[src/rtl/ot_dur_pkg.sv]
package ot_dur_pkg;
  localparam int unsigned SEL_W     = 3;
  localparam int unsigned NUM_STEPS = 5;

  typedef struct packed {
    logic             mask;
    logic [SEL_W-1:0] sel;
  } lim_cfg_t;
endpackage

[src/rtl/ot_dur_prescale.sv]
module ot_dur_prescale #(
  parameter int unsigned DIV = 4
) (
  input  logic clk,
  input  logic rst_n,
  input  logic run_i,
  input  logic clr_i,
  output logic tick_o
);
  localparam int unsigned CW = (DIV > 1) ? $clog2(DIV) : 1;
  localparam logic [CW-1:0] LAST = CW'(DIV - 1);

  logic [CW-1:0] cnt_q, cnt_d;
  logic          at_last;

  assign at_last = (cnt_q == LAST);
  assign tick_o  = run_i & at_last & ~clr_i;

  always_comb begin
    cnt_d = cnt_q;
    if (clr_i) begin
      cnt_d = '0;
    end else if (run_i) begin
      cnt_d = at_last ? '0 : cnt_q + 1'b1;
    end
  end

  always_ff @(posedge clk or negedge rst_n) begin
    if (!rst_n) cnt_q <= '0;
    else        cnt_q <= cnt_d;
  end
endmodule

[src/rtl/ot_dur_accum.sv]
module ot_dur_accum #(
  parameter int unsigned TMR_W = 8
) (
  input  logic             clk,
  input  logic             rst_n,
  input  logic             tick_i,
  input  logic             busy_i,
  input  logic             rd_i,
  output logic [TMR_W-2:0] units_o,
  output logic             flag_o
);
  localparam int unsigned UW = TMR_W - 1;
  localparam logic [UW-1:0] FULL = {UW{1'b1}};

  logic [UW-1:0] units_q, units_d;
  logic          flag_q, flag_d;

  always_comb begin
    units_d = units_q;
    flag_d  = flag_q;
    if (rd_i) begin
      units_d = '0;
      flag_d  = busy_i;
    end else if (tick_i && (units_q != FULL)) begin
      units_d = units_q + 1'b1;
    end
  end

  always_ff @(posedge clk or negedge rst_n) begin
    if (!rst_n) begin
      units_q <= '0;
      flag_q  <= 1'b0;
    end else begin
      units_q <= units_d;
      flag_q  <= flag_d;
    end
  end

  assign units_o = units_q;
  assign flag_o  = flag_q;
endmodule

[src/rtl/ot_dur_limit.sv]
module ot_dur_limit
  import ot_dur_pkg::*;
#(
  parameter int unsigned UW = 7
) (
  input  logic          clk,
  input  logic          rst_n,
  input  logic [UW-1:0] units_i,
  input  logic          wr_i,
  input  lim_cfg_t      wcfg_i,
  input  logic          sts_rd_i,
  output logic          sts_o,
  output logic          irq_o
);
  localparam lim_cfg_t CFG_RST = '{mask: 1'b0, sel: SEL_W'(NUM_STEPS - 1)};

  lim_cfg_t               cfg_q, cfg_d;
  logic                   sts_q, sts_d;
  logic [NUM_STEPS-1:0]   step_hit;
  logic                   reached;

  for (genvar k = 0; k < NUM_STEPS; k++) begin : g_step
    assign step_hit[k] = |units_i[UW-1:k];
  end

  always_comb begin
    reached = 1'b0;
    for (int k = 0; k < NUM_STEPS; k++) begin
      if (cfg_q.sel == SEL_W'(k)) reached = step_hit[k];
    end
  end

  always_comb begin
    cfg_d = wr_i ? wcfg_i : cfg_q;
    sts_d = reached | (sts_q & ~sts_rd_i);
  end

  always_ff @(posedge clk or negedge rst_n) begin
    if (!rst_n) begin
      cfg_q <= CFG_RST;
      sts_q <= 1'b0;
    end else begin
      cfg_q <= cfg_d;
      sts_q <= sts_d;
    end
  end

  assign sts_o = sts_q;
  assign irq_o = sts_q & ~cfg_q.mask;
endmodule

[src/rtl/ot_dur_timer.sv]
module ot_dur_timer
  import ot_dur_pkg::*;
#(
  parameter int unsigned TMR_W         = 8,
  parameter int unsigned TICKS_PER_LSB = 1138000
) (
  input  logic             clk,
  input  logic             rst_n,
  input  logic             ot_n_i,
  input  logic             tmr_rd_i,
  input  logic             sts_rd_i,
  input  logic             lim_wr_i,
  input  logic [SEL_W:0]   lim_wdata_i,
  output logic [TMR_W-1:0] tmr_o,
  output logic             lim_sts_o,
  output logic             irq_o
);
  localparam int unsigned UW = TMR_W - 1;

  logic          busy;
  logic          tick;
  logic [UW-1:0] units;
  logic          flag;
  lim_cfg_t      wcfg;

  assign busy = ~ot_n_i;
  assign wcfg = lim_wdata_i;

  ot_dur_prescale #(.DIV(TICKS_PER_LSB)) u_pre (
    .clk    (clk),
    .rst_n  (rst_n),
    .run_i  (busy),
    .clr_i  (tmr_rd_i),
    .tick_o (tick)
  );

  ot_dur_accum #(.TMR_W(TMR_W)) u_acc (
    .clk     (clk),
    .rst_n   (rst_n),
    .tick_i  (tick),
    .busy_i  (busy),
    .rd_i    (tmr_rd_i),
    .units_o (units),
    .flag_o  (flag)
  );

  ot_dur_limit #(.UW(UW)) u_lim (
    .clk      (clk),
    .rst_n    (rst_n),
    .units_i  (units),
    .wr_i     (lim_wr_i),
    .wcfg_i   (wcfg),
    .sts_rd_i (sts_rd_i),
    .sts_o    (lim_sts_o),
    .irq_o    (irq_o)
  );

  assign tmr_o = {units, flag};
endmodule

[config.mk]
export PLATFORM = sky130hd
export DESIGN_NAME = ot_dur_timer
export DESIGN_NICKNAME = d
export VERILOG_FILES = /design/src/rtl/ot_dur_pkg.sv /design/src/rtl/ot_dur_prescale.sv /design/src/rtl/ot_dur_accum.sv /design/src/rtl/ot_dur_limit.sv /design/src/rtl/ot_dur_timer.sv
export SDC_FILE = /design/constraint.sdc
export NUM_CORES = 1
export LEC_CHECK = 0
export BUFFER_PORTS_ARGS = -buffer_cell sky130_fd_sc_hd__buf_2
export CAP_MARGIN = 20
export CELL_PAD_IN_SITES_DETAIL_PLACEMENT = 2
export CELL_PAD_IN_SITES_GLOBAL_PLACEMENT = 2
export CORE_AREA = 2 2 102 65
export CTS_BUF_LIST = sky130_fd_sc_hd__clkbuf_16
export DETAILED_ROUTE_END_ITERATION = 10
export DIE_AREA = 0 0 104 67
export PLACE_DENSITY_LB_ADDON = 0.1
export SLEW_MARGIN = 20
export SYNTH_ARGS = -nofsm -noshare
export SYNTH_HDL_FRONTEND = slang
export SYNTH_HIERARCHICAL = 1
export SYNTH_SLANG_ARGS = --single-unit
[constraint.sdc]
create_clock -name clk -period 2.1 [get_ports clk]
set_input_delay 0.42 -clock clk [delete_from_list [all_inputs] [get_ports clk]]
set_output_delay 0.42 -clock clk [all_outputs]
set_load 0.005 [all_outputs]
==> results by group, run 1 <==
Setup path
  • Critical path class: reg -> reg
  • CP peak stage delay: 0.59 ns
  • Crit-path leading delay family: simple AND/OR/NAND/NOR gates
  • CP cell instances: nand3_2 > or4_1 > o31a_1 > a221o_1
  • CP Capture Type: flop
  • Critical path's slowest cell: or4_1
  • CP Launch Type: flop
  • Worst-path maximum fanout: 7
  • Worst r2r src: u_pre/cnt_q[2]$_DFFE_PN0P_
  • Crit path DAT: 2.18 ns
  • Worst flop-to-flop path endpoint: u_pre/cnt_q[19]$_DFFE_PN0P_
  • FF-to-FF setup slack: 0.08 ns
  • R2R cell count: 4
  • WP data required: approximately 2.3 ns
  • CP Buf/Inv Count: 0

Run status
  • Status: completed

Power and ir drop
  • Cell Pwr Density: between 600 and 700 mW/mm^2
  • P_sw: approximately 0.35 mW
  • IR drop worst, VDD: 0.2711 mV
  • Clock share of power: 0.560
  • Net Sw Frac: 0.2018
  • Pleak: 1.034 nW
  • Comb pwr share: 0.047
  • Sequential Power Share: 0.393
  • Internal power: roughly 1.4 mW

GRT
  • Largest net degree at the start of global routing: 35
  • Global-route usage over all layers: 0.1988
  • Initial antenna violation count: 0
  • First-pass GRT wire length: 10.38 mm
  • Grt total ovfl: 0
  • Vias in the first global route: 1921

STA
  • Setup_tns: 0 ns
  • F_max: 0.4949 GHz
  • Worst slew margin: 0.4562
  • Max-slew violation count: 0
  • Hold_ws: around 0.23 ns
  • Final setup violation count: 0
  • Post-Route Skew: 0.004225 ns
  • Fin crit period: 2.021 ns
  • Final Cycle Share: 0.9622
  • Worst Tran Pin Value: 0.8157 ns
  • Final hold violation count: 0

CTS
  • Post-CTS setup repair buffer count: 0
  • Reg clk slew, reported paths: 0.06 ns
  • CTS tree: yes
  • Clock sinks: 34
  • Clock root cell: clkbuf_16
  • Deepest clock path buffer count: 2
  • Clock Latency Late Sink: between 0.2 and 0.3 ns
  • Num CTS Buffers: 5
  • H-tree depth: 2
  • Post-cts hold buffer count: 0

Logic synthesis
  • Seq cells post-synth: 34
  • Syn Nets: 206
  • Synth Flop Type: dfrtp_1
  • EDFF count, synth: 0
  • Avg Inst Size Synth: roughly 10 sq um
  • Yosys top cell area share: 0.4288
  • Dominant cell type by area after synthesis: dfrtp_1
  • Fraction of registers with async set or reset after synthesis: 1.000
  • Synthesized area: 0.001926 sq mm
  • YS warnings: 6
  • Leading post-synthesis cells by cell area: dfrtp_1 (43%), xnor2_1 (4.5%), nor2_1 (4.1%), nand2_1 (2.1%), a31oi_1 (1.9%)
  • Synthesized instance count: 194
  • Yosys cell types: 51
  • Part of the Yosys area used for sequential elements: 0.4425

Placement
  • Final GP Congestion: 0.8855
  • Post-DP Area: 0.002238 sq mm
  • I/O Buffers: 19
  • Post-DP HPWL: 4.476 mm

Drt
  • DRC viols: 0
  • Drt wl/cell: around 20 microns
  • Vias: 1734
  • Routed Wire Length: 6.324 mm
  • DRT iter0 DRCs: 94
  • Drt first pass iters: 4
  • Drt via density: around 5.5
  • Antenna Nets Post-Route: 0

Floorplan
  • DIE AREA: 0.006968 sq mm
  • IO Count: 20
  • Chip width: ~100 microns
  • Num rows: 22
  • Initial Utilization: 0.3239
  • Die height: ~67 microns
  • Core area: approximately 0.0059 sq mm

Finish
  • Diode count: 0
  • Filler cell count in the final layout: 675
  • Commonest cells after routing, fill and taps aside: dfrtp_1 (33), buf_4 (23), nor2_1 (21)
  • P&R area growth vs syn: 29.50%
  • Layout cells sized above 1: 0.3077
  • Commonest non-fill, non-tap cell in the layout: dfrtp_1
  • Post-layout net count: ~250
  • Post-route cell area: 0.002494 sq mm

Hold path
  • Hold Crit Class: in -> async

Run
  • Maxcap violations: 0
synthesized netlist by cell type, drive strengths merged, types with 3 or more instances:
| cell type | instances |
|---|---|
| a21oi | 5 |
| a22o | 3 |
| a31oi | 6 |
| and3 | 3 |
| and4 | 6 |
| buf | 8 |
| dfrtp | 33 |
| inv | 6 |
| mux2 | 5 |
| nand2 | 11 |
| nand2b | 5 |
| nand3 | 6 |
| nand4 | 7 |
| nand4b | 4 |
| nor2 | 21 |
| nor3 | 8 |
| nor4 | 5 |
| o211ai | 3 |
| o21ai | 5 |
| or4 | 4 |
| xnor2 | 10 |
cell type report:
type | count | area [sq um] | share of cell area
multi-input combinational | 144 | 1052 | 0.4220
sequential | 34 | 852.1 | 0.3417
timing repair buffer | 42 | 267.8 | 0.1074
clock buffer | 5 | 125.1 | 0.05018
tap | 84 | 105.1 | 0.04215
clock inverter | 3 | 68.82 | 0.02760
inverter | 6 | 22.52 | 0.009032
cells by family after synthesis:
logic type      synth area share
compound gates            0.1423
xor+xnor                 0.05458
fa+ha+maj                0.01299
buf+inv                  0.04288
flops                     0.4425
mux                      0.02924
simple gates              0.2755
metal layers:
metal,part of all wire,global-route usage,vias to the layer above
met1,0.48,0.2667,896
met2,0.47,0.3199,27
li1,-,-,804
met3,0.030,0.04990,7
met4,0.012,0.05743,0
met5,0,0,-
flip-flops by register name (all words and copies together), names as in the netlist:
register       count
u_acc/flag_o       1
u_acc/units_o      7
u_lim/cfg_q        4
u_lim/sts_o        1
u_pre/cnt_q       21
worst max path at each step:
stage | slack [ns] | from | cells after the start | end
floorplan | 0.09 | u_pre/cnt_q[7]$_DFFE_PN0P_ | 8 | u_acc/units_o[5]$_DFFE_PN0P_
global placement | 0.09 | u_pre/cnt_q[13]$_DFFE_PN0P_ | 7 | u_acc/units_o[5]$_DFFE_PN0P_
detailed placement | -0.04 | u_pre/cnt_q[4]$_DFFE_PN0P_ | 7 | u_acc/units_o[5]$_DFFE_PN0P_
CTS | 0.006 | u_pre/cnt_q[4]$_DFFE_PN0P_ | 7 | u_acc/units_o[5]$_DFFE_PN0P_
global route | -0.05 | u_pre/cnt_q[20]$_DFFE_PN0P_ | 7 | u_acc/units_o[5]$_DFFE_PN0P_
finish | 0.08 | u_pre/cnt_q[2]$_DFFE_PN0P_ | 4 | u_pre/cnt_q[19]$_DFFE_PN0P_
per-stage QoR:
stage               utilization  total power, mW  instances  setup slack, ns
floorplan                     -           0.7278        194          0.09132
global placement         0.3765           0.7676        310          0.08503
detailed placement       0.3765           0.7737        310         -0.03790
CTS                      0.4116            1.753        318         0.006498
global route             0.4194            1.802        318         -0.04625
finish                   0.4194            1.732        318          0.07948
power groups by stage:
stage / Sequential [mW] / Clock (mW) / Combinational, mW
6_report: 0.682 / 0.969 / 0.0813
5_1_grt: 0.684 / 1.03 / 0.0919
4_1_cts: 0.680 / 0.990 / 0.0825
3_5_place_dp: 0.692 / 0 / 0.0817
3_3_place_gp: 0.691 / 0 / 0.0770
2_1_floorplan: 0.689 / 0 / 0.0385
repair_timing:
action	in CTS	in global routing
setup endpoints to repair	3	8
gates resized for setup	3	6
pin swaps	0	1
Note: power is estimated with default switching activity, not from simulation.
==> run 2, diff against run 1 <==
--- a/config.mk
+++ b/config.mk
@@ -9,10 +9,10 @@
 export CAP_MARGIN = 20
 export CELL_PAD_IN_SITES_DETAIL_PLACEMENT = 2
 export CELL_PAD_IN_SITES_GLOBAL_PLACEMENT = 2
-export CORE_AREA = 2 2 102 65
+export CORE_AREA = 2 2 73 89
 export CTS_BUF_LIST = sky130_fd_sc_hd__clkbuf_16
 export DETAILED_ROUTE_END_ITERATION = 10
-export DIE_AREA = 0 0 104 67
+export DIE_AREA = 0 0 75 91
 export PLACE_DENSITY_LB_ADDON = 0.1
 export SLEW_MARGIN = 20
 export SYNTH_ARGS = -nofsm -noshare
==> run 2 against run 1 <==
Effect of this change: sequential power about the same; flip-flop and latch count did not move; clock skew hardly changed.
==> results by group, run 2 (same netlist as run 1, synthesis figures left out) <==
STA
  • Worst slew margin: 0.4707 (+0.01455)
  • Fin crit period: 1.970 ns (-0.05027 ns)
  • Final hold violation count: 0 (unchanged)
  • Max-slew violation count: 0 (unchanged)
  • RSZ-0062 raised after global routing: no
  • F_max: 0.5076 GHz (+2.6%)
  • Final setup violation count: 0 (unchanged)
  • Worst Tran Pin Value: 0.7939 ns (-0.02182 ns)
  • Setup_tns: 0 ns (unchanged)
  • Final Cycle Share: 0.9382 (-0.02394)
  • Post-Route Skew: 0.004303 ns (+0.00007844 ns)

Finish
  • Filler cell count in the final layout: 661 (-2.1%)
  • Commonest cells after routing, fill and taps aside: dfrtp_1 (33), buf_4 (22), nor2_1 (21)
  • Post-route cell area: 0.002397 sq mm (-3.9%)
  • Diode count: 0 (unchanged)
  • Layout cells sized above 1: 0.2961 (-0.01155)
  • Commonest non-fill, non-tap cell in the layout: dfrtp_1
  • Largest register by flop count: u_pre/cnt_q
  • Post-layout net count: 244 (-0.41%)
  • Cell Count, Final, Fillers Out: 315 (-0.94%)
  • P&R area growth vs syn: 24.50%
  • Max reg flops: 21 (unchanged)

Power and ir drop
  • Total Power Consumption: 1.440 mW (-17%)
  • Net Sw Frac: 0.2187 (+0.01688)
  • Comb pwr share: 0.054 (+0.007)
  • P_sw: 0.3149 mW (-9.9%)
  • Sequential Power Share: 0.473 (+0.080)
  • Cell Pwr Density: 600.8 mW/mm^2 (-14%)
  • Internal power: 1.125 mW (-19%)
  • Clock share of power: 0.473 (-0.087)
  • Pleak: 0.9988 nW (-3.4%)
  • IR drop worst, VDD: 0.2741 mV (+1.1%)

Hold path
  • Hold Crit Class: in -> async

Setup path
  • Critical path class: reg -> reg
  • Crit path DAT: 2.11 ns (-0.07 ns)
  • Crit-path leading delay family: simple AND/OR/NAND/NOR gates
  • CP most frequent cell: buf_4
  • Crit. path cell count: 8 (+4)
  • CP Launch Type: flop
  • CP peak stage delay: 0.38 ns (-0.21 ns)
  • Critical path's slowest cell: dfrtp_1
  • CP Buf/Inv Count: 2 (+2)
  • R2R cell count: 8 (+4)
  • WP data required: 2.24 ns (-0.02 ns)
  • Worst-path maximum fanout: 8 (+1)
  • CP Capture Type: flop
  • CP cell instances: nor4b_2 > nand4_1 > nor4_2 > buf_4 > buf_4 > nor3b_1 > a41oi_1 > o211ai_1

CTS
  • Post-cts hold buffer count: 0 (unchanged)
  • Num CTS Buffers: 5 (unchanged)
  • H-tree depth: 2 (unchanged)
  • CTS tree: yes
  • Clock sinks: 34 (unchanged)
  • Deepest clock path buffer count: 2 (unchanged)
  • Post-CTS setup repair buffer count: 0 (unchanged)
  • Clock root cell: clkbuf_16
  • Reg clk slew, reported paths: 0.05 ns (about the same)
  • Clock Latency Late Sink: 0.28 ns (about the same)

Placement
  • Post-DP Area: 0.002228 sq mm (-0.45%)
  • Placed cells: 307 (-0.97%)
  • I/O Buffers: 19 (unchanged)
  • Final GP Congestion: 0.8203 (-7.4%)
  • Post-DP HPWL: 4.226 mm (-5.6%)

Floorplan
  • Initial Utilization: 0.3245 (+0.0006145)
  • Die height: 91 microns (+36%)
  • Chip width: 75 microns (-28%)
  • DIE AREA: 0.006825 sq mm (-2.1%)
  • Num rows: 31 (+41%)
  • Core area: 0.005934 sq mm (-0.19%)
  • IO Count: 20 (unchanged)

Drt
  • Drt via density: 5.314 (-2.5%)
  • Drt wl/cell: 17.75 microns (-11%)
  • DRT iter0 DRCs: 33 (-65%)
  • Routed Wire Length: 5.591 mm (-12%)
  • DRC viols: 0 (unchanged)
  • Drt first pass iters: 4 (unchanged)
  • Vias: 1674 (-3.5%)
  • Antenna Nets Post-Route: 0 (unchanged)

GRT
  • First-pass GRT wire length: 9.480 mm (-8.7%)
  • Initial antenna violation count: 0 (unchanged)
  • Global-route usage over all layers: 0.1823 (-0.01653)
  • Vias in the first global route: 1841 (-4.2%)
  • Grt total ovfl: 0 (unchanged)
  • Largest net degree at the start of global routing: 35 (unchanged)

Run
  • Maxcap violations: 0 (unchanged)

Run status
  • Status: completed
run 2: path summary, 6_finish.rpt:
kind | start | end | slack (ns)
min in group clk | lim_wdata_i[3] | u_lim/cfg_q[3]$_DFFE_PN0P_ | 0.36
max in group asynchronous | rst_n | u_pre/cnt_q[0]$_DFFE_PN0P_ | 1.37
hold / removal | rst_n | u_lim/cfg_q[3]$_DFFE_PN0P_ | 0.23
hold reg to reg | u_lim/cfg_q[3]$_DFFE_PN0P_ | u_lim/cfg_q[3]$_DFFE_PN0P_ | 0.50
setup / recovery | u_pre/cnt_q[13]$_DFFE_PN0P_ | u_acc/units_o[1]$_DFFE_PN0P_ | 0.13
setup reg to reg | u_pre/cnt_q[13]$_DFFE_PN0P_ | u_acc/units_o[1]$_DFFE_PN0P_ | 0.13
run 2: power groups by stage:
| stage | sequential [mW] | combinational [mW] | clock, mW |
|---|---|---|---|
| 2_1_floorplan | 0.689 | 0.0385 | 0 |
| 3_3_place_gp | 0.691 | 0.0751 | 0 |
| 3_5_place_dp | 0.692 | 0.0787 | 0 |
| 4_1_cts | 0.681 | 0.0792 | 0.709 |
| 5_1_grt | 0.683 | 0.0880 | 0.737 |
| 6_report | 0.681 | 0.0775 | 0.682 |
run 2: layout make-up:
| class | count | area [sq um] | share of cell area |
|---|---|---|---|
| clock inverter | 3 | 11.26 | 0.004697 |
| sequential | 34 | 852.1 | 0.3554 |
| tap | 82 | 102.6 | 0.04280 |
| inverter | 6 | 22.52 | 0.009395 |
| multi-input combinational | 144 | 1023 | 0.4269 |
| timing repair buffer | 41 | 260.3 | 0.1086 |
| clock buffer | 5 | 125.1 | 0.05219 |
run 2: through the flow:
step | util | setup WS [ns] | hold WS [ns]
after detailed placement | 0.3755 | -0.01571 | 0.4925
after global routing | 0.4040 | 0.008942 | 0.2803
final | 0.4040 | 0.1298 | 0.2292
after global placement | 0.3755 | 0.01205 | 0.4754
after CTS | 0.3995 | 0.01539 | 0.2623
after floorplan | - | 0.09132 | 0.1244
run 2: per-layer routing:
layer / routed length, microns / part of all wire / global-route usage / vias to the layer above
li1: - / - / - / 799
met1: 2317 / 0.41 / 0.2057 / 844
met2: 3051 / 0.55 / 0.3341 / 21
met3: 129 / 0.023 / 0.03330 / 10
met4: 92 / 0.016 / 0.05506 / 0
met5: 0 / 0 / 0 / -
run 2: timing repair:
action | in CTS | in global routing
endpoints found under the hold margin | 0 | 0
setup endpoints to repair | 2 | 6
gates resized for setup | 1 | 5
